$ cat config.mk
export PLATFORM = sky130hd
export DESIGN_NAME = sig_analyzer
export DESIGN_NICKNAME = d
export VERILOG_FILES = /design/src/rtl/sig_pkg.sv /design/src/rtl/sig_sync.sv /design/src/rtl/sig_edge.sv /design/src/rtl/sig_lfsr.sv /design/src/rtl/sig_analyzer.sv
export SDC_FILE = /design/constraint.sdc
export NUM_CORES = 1
export LEC_CHECK = 0
export ABC_AREA = 1
export BUFFER_PORTS_ARGS = -buffer_cell sky130_fd_sc_hd__buf_2
export CAP_MARGIN = 20
export CORE_UTILIZATION = 45
export CTS_BUF_LIST = sky130_fd_sc_hd__clkbuf_16
export DETAILED_ROUTE_END_ITERATION = 7
export GPL_TIMING_DRIVEN = 0
export HOLD_SLACK_MARGIN = 0.1
export PLACE_DENSITY = 0.79
export SLEW_MARGIN = 15
export SYNTH_ARGS = -nofsm -noshare
export SYNTH_HDL_FRONTEND = slang
export SYNTH_SLANG_ARGS = --single-unit
$ cat constraint.sdc
create_clock -name clk -period 1.5 [get_ports clk]
set_input_delay 0.15 -clock clk [delete_from_list [all_inputs] [get_ports clk]]
set_output_delay 0.15 -clock clk [all_outputs]
set_load 0.01 [all_outputs]
$ cat src/rtl/sig_pkg.sv
// Package sig_pkg
// Shared constants for the signature analyser: channel positions on the
// synchronizer bus and the default tap mask.
package sig_pkg;
    localparam int CH_START = 0;
    localparam int CH_STOP  = 1;
    localparam int CH_CLK   = 2;
    localparam int CH_DATA  = 3;
    localparam int NUM_CH   = 4;
    localparam int NUM_EDGE = 3;   // channels that need edge detection

    localparam logic [15:0] DEFAULT_TAPS = 16'h0291;
endpackage

$ cat src/rtl/sig_sync.sv
// Module sig_sync
// Multi-stage synchronizer for a bus of independent single-bit signals.
// Assumes each bit is asynchronous and may be sampled in any cycle; no
// relation between bits is preserved.
module sig_sync #(
    parameter int WIDTH  = 4,
    parameter int STAGES = 2
) (
    input  logic             clk,
    input  logic             rst_n,
    input  logic [WIDTH-1:0] d_in,
    output logic [WIDTH-1:0] d_out
);
    logic [WIDTH-1:0] stage_q [STAGES];

    generate
        for (genvar g = 0; g < STAGES; g++) begin : g_stage
            // Purpose: one register stage of the synchronizer chain.
            always_ff @(posedge clk) begin
                if (!rst_n) begin
                    stage_q[g] <= '0;
                end else if (g == 0) begin
                    stage_q[g] <= d_in;
                end else begin
                    stage_q[g] <= stage_q[(g == 0) ? 0 : g-1];
                end
            end
        end
    endgenerate

    assign d_out = stage_q[STAGES-1];
endmodule

$ cat src/rtl/sig_edge.sv
// Module sig_edge
// Edge detector for one synchronized line with selectable polarity.
// Assumes the input is already in the clk domain. Edges are reported only
// while 'arm' is high, so that the reset-to-level transition is not seen.
module sig_edge (
    input  logic clk,
    input  logic rst_n,
    input  logic arm,
    input  logic level,
    input  logic fall_sel,
    output logic ev
);
    logic prev_q;

    // Purpose: remember the previous sampled level.
    always_ff @(posedge clk) begin
        if (!rst_n) prev_q <= 1'b0;
        else        prev_q <= level;
    end

    // Purpose: flag an edge of the selected polarity.
    always_comb begin
        if (fall_sel) ev = arm & prev_q & ~level;
        else          ev = arm & ~prev_q & level;
    end
endmodule

$ cat src/rtl/sig_lfsr.sv
// Module sig_lfsr
// Right-shifting signature register. The new top bit is the data bit XOR
// the parity of the tapped register bits. A synchronous clear has priority
// over a shift.
module sig_lfsr #(
    parameter int           W    = 16,
    parameter logic [W-1:0] TAPS = 16'h0291
) (
    input  logic         clk,
    input  logic         rst_n,
    input  logic         clr,
    input  logic         shift,
    input  logic         din,
    output logic [W-1:0] state
);
    logic         fb;
    logic [W-1:0] state_q;

    // Purpose: feedback bit = data XOR parity of tapped bits.
    always_comb fb = din ^ (^(state_q & TAPS));

    // Purpose: clear or shift the signature register.
    always_ff @(posedge clk) begin
        if (!rst_n)     state_q <= '0;
        else if (clr)   state_q <= '0;
        else if (shift) state_q <= {fb, state_q[W-1:1]};
    end

    assign state = state_q;
endmodule

$ cat src/rtl/sig_analyzer.sv
// Module sig_analyzer
// Gated signature analyser. It synchronizes four probe lines, finds the
// start/stop/clock edges with selectable polarity, and compresses the data
// line into a signature between a start edge and a stop edge.
// Assumes every probe level lasts at least STAGES+1 system clocks.
module sig_analyzer #(
    parameter int                SIG_W  = 16,
    parameter logic [SIG_W-1:0]  TAPS   = sig_pkg::DEFAULT_TAPS,
    parameter int                STAGES = 2
) (
    input  logic             clk,
    input  logic             rst_n,
    input  logic             start_in,
    input  logic             stop_in,
    input  logic             clk_in,
    input  logic             data_in,
    input  logic             cfg_start_fall,
    input  logic             cfg_stop_fall,
    input  logic             cfg_clk_rise,
    output logic [SIG_W-1:0] sig_out,
    output logic             sig_valid
);
    import sig_pkg::*;

    localparam int ARM_CNT = STAGES + 1;
    localparam int ARM_W   = $clog2(ARM_CNT + 1);

    logic [NUM_CH-1:0]   raw_in;
    logic [NUM_CH-1:0]   sync_lvl;
    logic [NUM_EDGE-1:0] pol_fall;
    logic [NUM_EDGE-1:0] edge_ev;
    logic [ARM_W-1:0]    arm_cnt_q;
    logic                armed;
    logic                start_ev, stop_ev, clk_ev;
    logic                gate_q;
    logic                do_shift;
    logic [SIG_W-1:0]    sig_q;
    logic [SIG_W-1:0]    sig_out_q;
    logic                sig_valid_q;

    // Purpose: collect the probe lines onto one bus.
    always_comb begin
        raw_in           = '0;
        raw_in[CH_START] = start_in;
        raw_in[CH_STOP]  = stop_in;
        raw_in[CH_CLK]   = clk_in;
        raw_in[CH_DATA]  = data_in;
    end

    sig_sync #(.WIDTH(NUM_CH), .STAGES(STAGES)) u_sync (
        .clk   (clk),
        .rst_n (rst_n),
        .d_in  (raw_in),
        .d_out (sync_lvl)
    );

    // Purpose: hold edge detection off until the synchronizers are filled.
    always_ff @(posedge clk) begin
        if (!rst_n)                            arm_cnt_q <= '0;
        else if (arm_cnt_q != ARM_W'(ARM_CNT)) arm_cnt_q <= arm_cnt_q + 1'b1;
    end
    assign armed = (arm_cnt_q == ARM_W'(ARM_CNT));

    // Purpose: per-channel polarity select (1 = falling edge active).
    always_comb begin
        pol_fall           = '0;
        pol_fall[CH_START] = cfg_start_fall;
        pol_fall[CH_STOP]  = cfg_stop_fall;
        pol_fall[CH_CLK]   = ~cfg_clk_rise;
    end

    generate
        for (genvar c = 0; c < NUM_EDGE; c++) begin : g_edge
            sig_edge u_edge (
                .clk      (clk),
                .rst_n    (rst_n),
                .arm      (armed),
                .level    (sync_lvl[c]),
                .fall_sel (pol_fall[c]),
                .ev       (edge_ev[c])
            );
        end
    endgenerate

    assign start_ev = edge_ev[CH_START];
    assign stop_ev  = edge_ev[CH_STOP];
    assign clk_ev   = edge_ev[CH_CLK];

    // Purpose: open/close the measurement window; start wins for reopening.
    always_ff @(posedge clk) begin
        if (!rst_n)        gate_q <= 1'b0;
        else if (start_ev) gate_q <= 1'b1;
        else if (stop_ev)  gate_q <= 1'b0;
    end

    // Purpose: shift only on a lone clock edge inside the window.
    assign do_shift = gate_q & clk_ev & ~start_ev & ~stop_ev;

    sig_lfsr #(.W(SIG_W), .TAPS(TAPS)) u_lfsr (
        .clk   (clk),
        .rst_n (rst_n),
        .clr   (start_ev),
        .shift (do_shift),
        .din   (sync_lvl[CH_DATA]),
        .state (sig_q)
    );

    // Purpose: latch the finished signature and pulse valid on close.
    always_ff @(posedge clk) begin
        if (!rst_n) begin
            sig_out_q   <= '0;
            sig_valid_q <= 1'b0;
        end else begin
            sig_valid_q <= 1'b0;
            if (stop_ev && gate_q) begin
                sig_out_q   <= sig_q;
                sig_valid_q <= 1'b1;
            end
        end
    end

    assign sig_out   = sig_out_q;
    assign sig_valid = sig_valid_q;
endmodule

==> out/metrics.cfg <==
[status]
outcome=complete, but fails checks
violations=setup timing

[timing]
tns_ns=-0.0667
slew_violations=0
setup_viol=4
final.min_clock_period_ns=1.53
setup_ws_ns=-0.0262
max-slew-margin-rel=0.654
finalClockSkew_ns=0.00376
tightest_slew_ns=0.519
fmax_mhz=655
hold_violations=0
rsz0062_at_grt=yes
timing.final.crit_share=1.02
whs_ns=0.219

[worst_setup_path]
regToRegStartpoint=arm_cnt_q[0]$_SDFFE_PN0P_
crit_path_end_kind=flop
ff2ff_setup_slack_ns=-0.03
critPathMaxStageDelay_ns=0.35
cp_num_buf_inv=1
path_cells=ha_4, nand2_4, o21ai_4, nand2_2, nand2_4, nor2_4, buf_6, nor2_1, nor2_1
arrival_ns=1.70
critPathLaunchType=flop
setup.worst_path.start=arm_cnt_q[0]$_SDFFE_PN0P_
cp_max_fo=7
slowest_stage=dfxtp_2
worst_ep_required_time_ns=1.67
cp_top_family=simple AND/OR/NAND/NOR gates
crit_type=reg -> reg

[floorplan]
dieArea_um2=4410
row_count=23
start_util=0.467
ioPinCount=26
fp.dieH_um=66.4
core_area_um2=4000
fp.dieW_um=66.4

[placed_design]
placed_cell_area_um2=2060
portBuffers=25
gp_congestion=0.766
place_ws_ns=-0.0998
hpwl_mm=2.35

[final_layout]
final_area_um2=2460
area_growth_syn_to_layout_pct=31.5
n_fill_cell=321
fin_nets=309
drive_above_1_share=0.293
n_antenna_cell=0

[global_routing]
grt_pass1_vias=1493
grt_pass1_wl_mm=6.46
antenna_found_initial=0
overflow=0
grt_max_degree=15
gr-usage-all-layers=0.201

[cts]
clock_sinks=47
cts_tree=built
insertion_delay_ns=0.28
h-tree-depth=2
clk_pin_slew_ns=0.06
cts_buffers=5
clock_path_buffers=2
cts_root_buffer=clkbuf_16

[route]
drc=0
routed_wl_mm=4.04
via_count=1655
drt-initial-drc-count=96
first_pass_iters=6
wl_per_cell_um=11.6
viasPerCell=4.73
ant_nets=0

[pwr]
peakVddDrop_uv=495
leakage_nw=1.13
power.density_nw_per_um2=1060

[logic_synthesis]
synth.net_count=263
yosysSeqAreaShare=0.504
syn_inst=253
ys_ff_latch=47
yosysWarnings=0
synth_cell_types=23
syn_area_per_cell_um2=7.38
synth_area_um2=1870

[hold_path]
hp-start=rst_n
hp-class=in -> reg

[job]
cap_violations=0

-- final timing paths --
| kind | to | depth (start not counted) |
|---|---|---|
| worst max-delay path | u_lfsr.state[4]$_SDFFE_PP0P_ | 9 |
| worst min-delay path | sig_valid$_SDFF_PN0_ | 3 |
| worst max register to register | u_lfsr.state[4]$_SDFFE_PP0P_ | 9 |
| worst min register to register | u_sync.stage_q[1][0]$_SDFF_PN0_ | 2 |
-- state kept, by name, indices dropped and copies added (netlist names) --
name                  flops
u_sync.stage_q            8
g_edge.u_edge.prev_q      3
arm_cnt_q                 2
sig_out                  16
gate_q                    1
u_lfsr.state             16
sig_valid                 1
-- through the flow --
step | power (mW) | utilization | instances
after global placement | 1.49 | 0.514 | 328
after detailed placement | 1.49 | 0.514 | 328
after global routing | 2.71 | 0.614 | 350
final | 2.60 | 0.614 | 350
after CTS | 2.58 | 0.594 | 349
after floorplan | 1.45 | - | 253
-- cell families after synthesis --
kind of cell    synth area share
fa+ha+maj                0.00670
buf+inv                    0.143
simple gates               0.229
flops                      0.504
xor+xnor                 0.00938
compound gates             0.108
-- layer usage --
layer | wire, µm | part of all wire | global-route usage
met3 | 136 | 0.034 | 0.0414
met4 | 153 | 0.038 | 0.122
met5 | 0 | 0 | 0
met2 | 2020 | 0.50 | 0.366
met1 | 1730 | 0.43 | 0.208
-- cell usage after synthesis --
cell	n	area, µm²
a21oi_1	18	90.1
a31oi_2	1	12.5
buf_1	1	3.75
buf_2	3	15.0
buf_6	4	45.0
clkbuf_1	2	7.51
clkbuf_2	1	5.00
dfxtp_1	47	941
ha_1	1	12.5
inv_1	51	191
nand2_1	56	210
nand2_2	4	25.0
nand3_1	2	10.0
nand3_2	2	20.0
nand3b_1	1	7.51
nor2_1	35	131
nor2_2	2	12.5
nor2_4	1	11.3
o21ai_0	16	80.1
o21ai_1	2	10.0
o21ai_2	1	8.76
xnor2_1	1	8.76
xor2_1	1	8.76
-- repair_timing --
action,in CTS,in global routing
setup buffers,6,2
pin swaps,7,8
endpoints found under the hold margin,4,0
resized for setup,30,28
gates cloned,3,0
hold buffers,4,0
setup endpoints to repair,27,32
-- power breakdown --
group / leakage [nW] / internal [mW] / switching (mW)
combinational: 0.672 / 0.108 / 0.124
sequential: 0.382 / 1.29 / 0.0261
clock: 0.0733 / 0.608 / 0.450
-- worst reg2reg max path: cells and delay by family (launching register included) --
family,cells,cell delay [ns]
simple gates,6,0.54
flops,1,0.35
fa+ha+maj,1,0.21
compound gates,1,0.18
buf+inv,1,0.13
-- layout make-up --
| class | count | area (µm²) | area share |
|---|---|---|---|
| Multi-Input combinational cell | 144 | 773 | 0.315 |
| Buffer | 10 | 80.1 | 0.0326 |
| Clock buffer | 5 | 125 | 0.0509 |
| Inverter | 51 | 191 | 0.0779 |
| Tap cell | 50 | 62.6 | 0.0255 |
| Clock inverter | 3 | 15.0 | 0.00611 |
| Sequential cell | 47 | 943 | 0.384 |
| Timing Repair Buffer | 40 | 265 | 0.108 |
-- cells in the final DEF, fill, tap and decap left out, types with 2 or more instances in the layout --
master	instances
dfxtp_1	45
clkbuf_8	2
clkinv_2	3
buf_2	27
nand3_1	2
inv_1	51
clkbuf_1	2
dlygate4sd3_1	4
o21ai_2	4
nor2_1	30
a21oi_1	18
o21ai_1	12
o21ai_0	2
clkbuf_16	5
buf_6	7
buf_4	7
dfxtp_2	2
nand2_1	42
nand2_2	15
nor2_2	7
nand2_4	3
(Power assumes the default switching activity.)
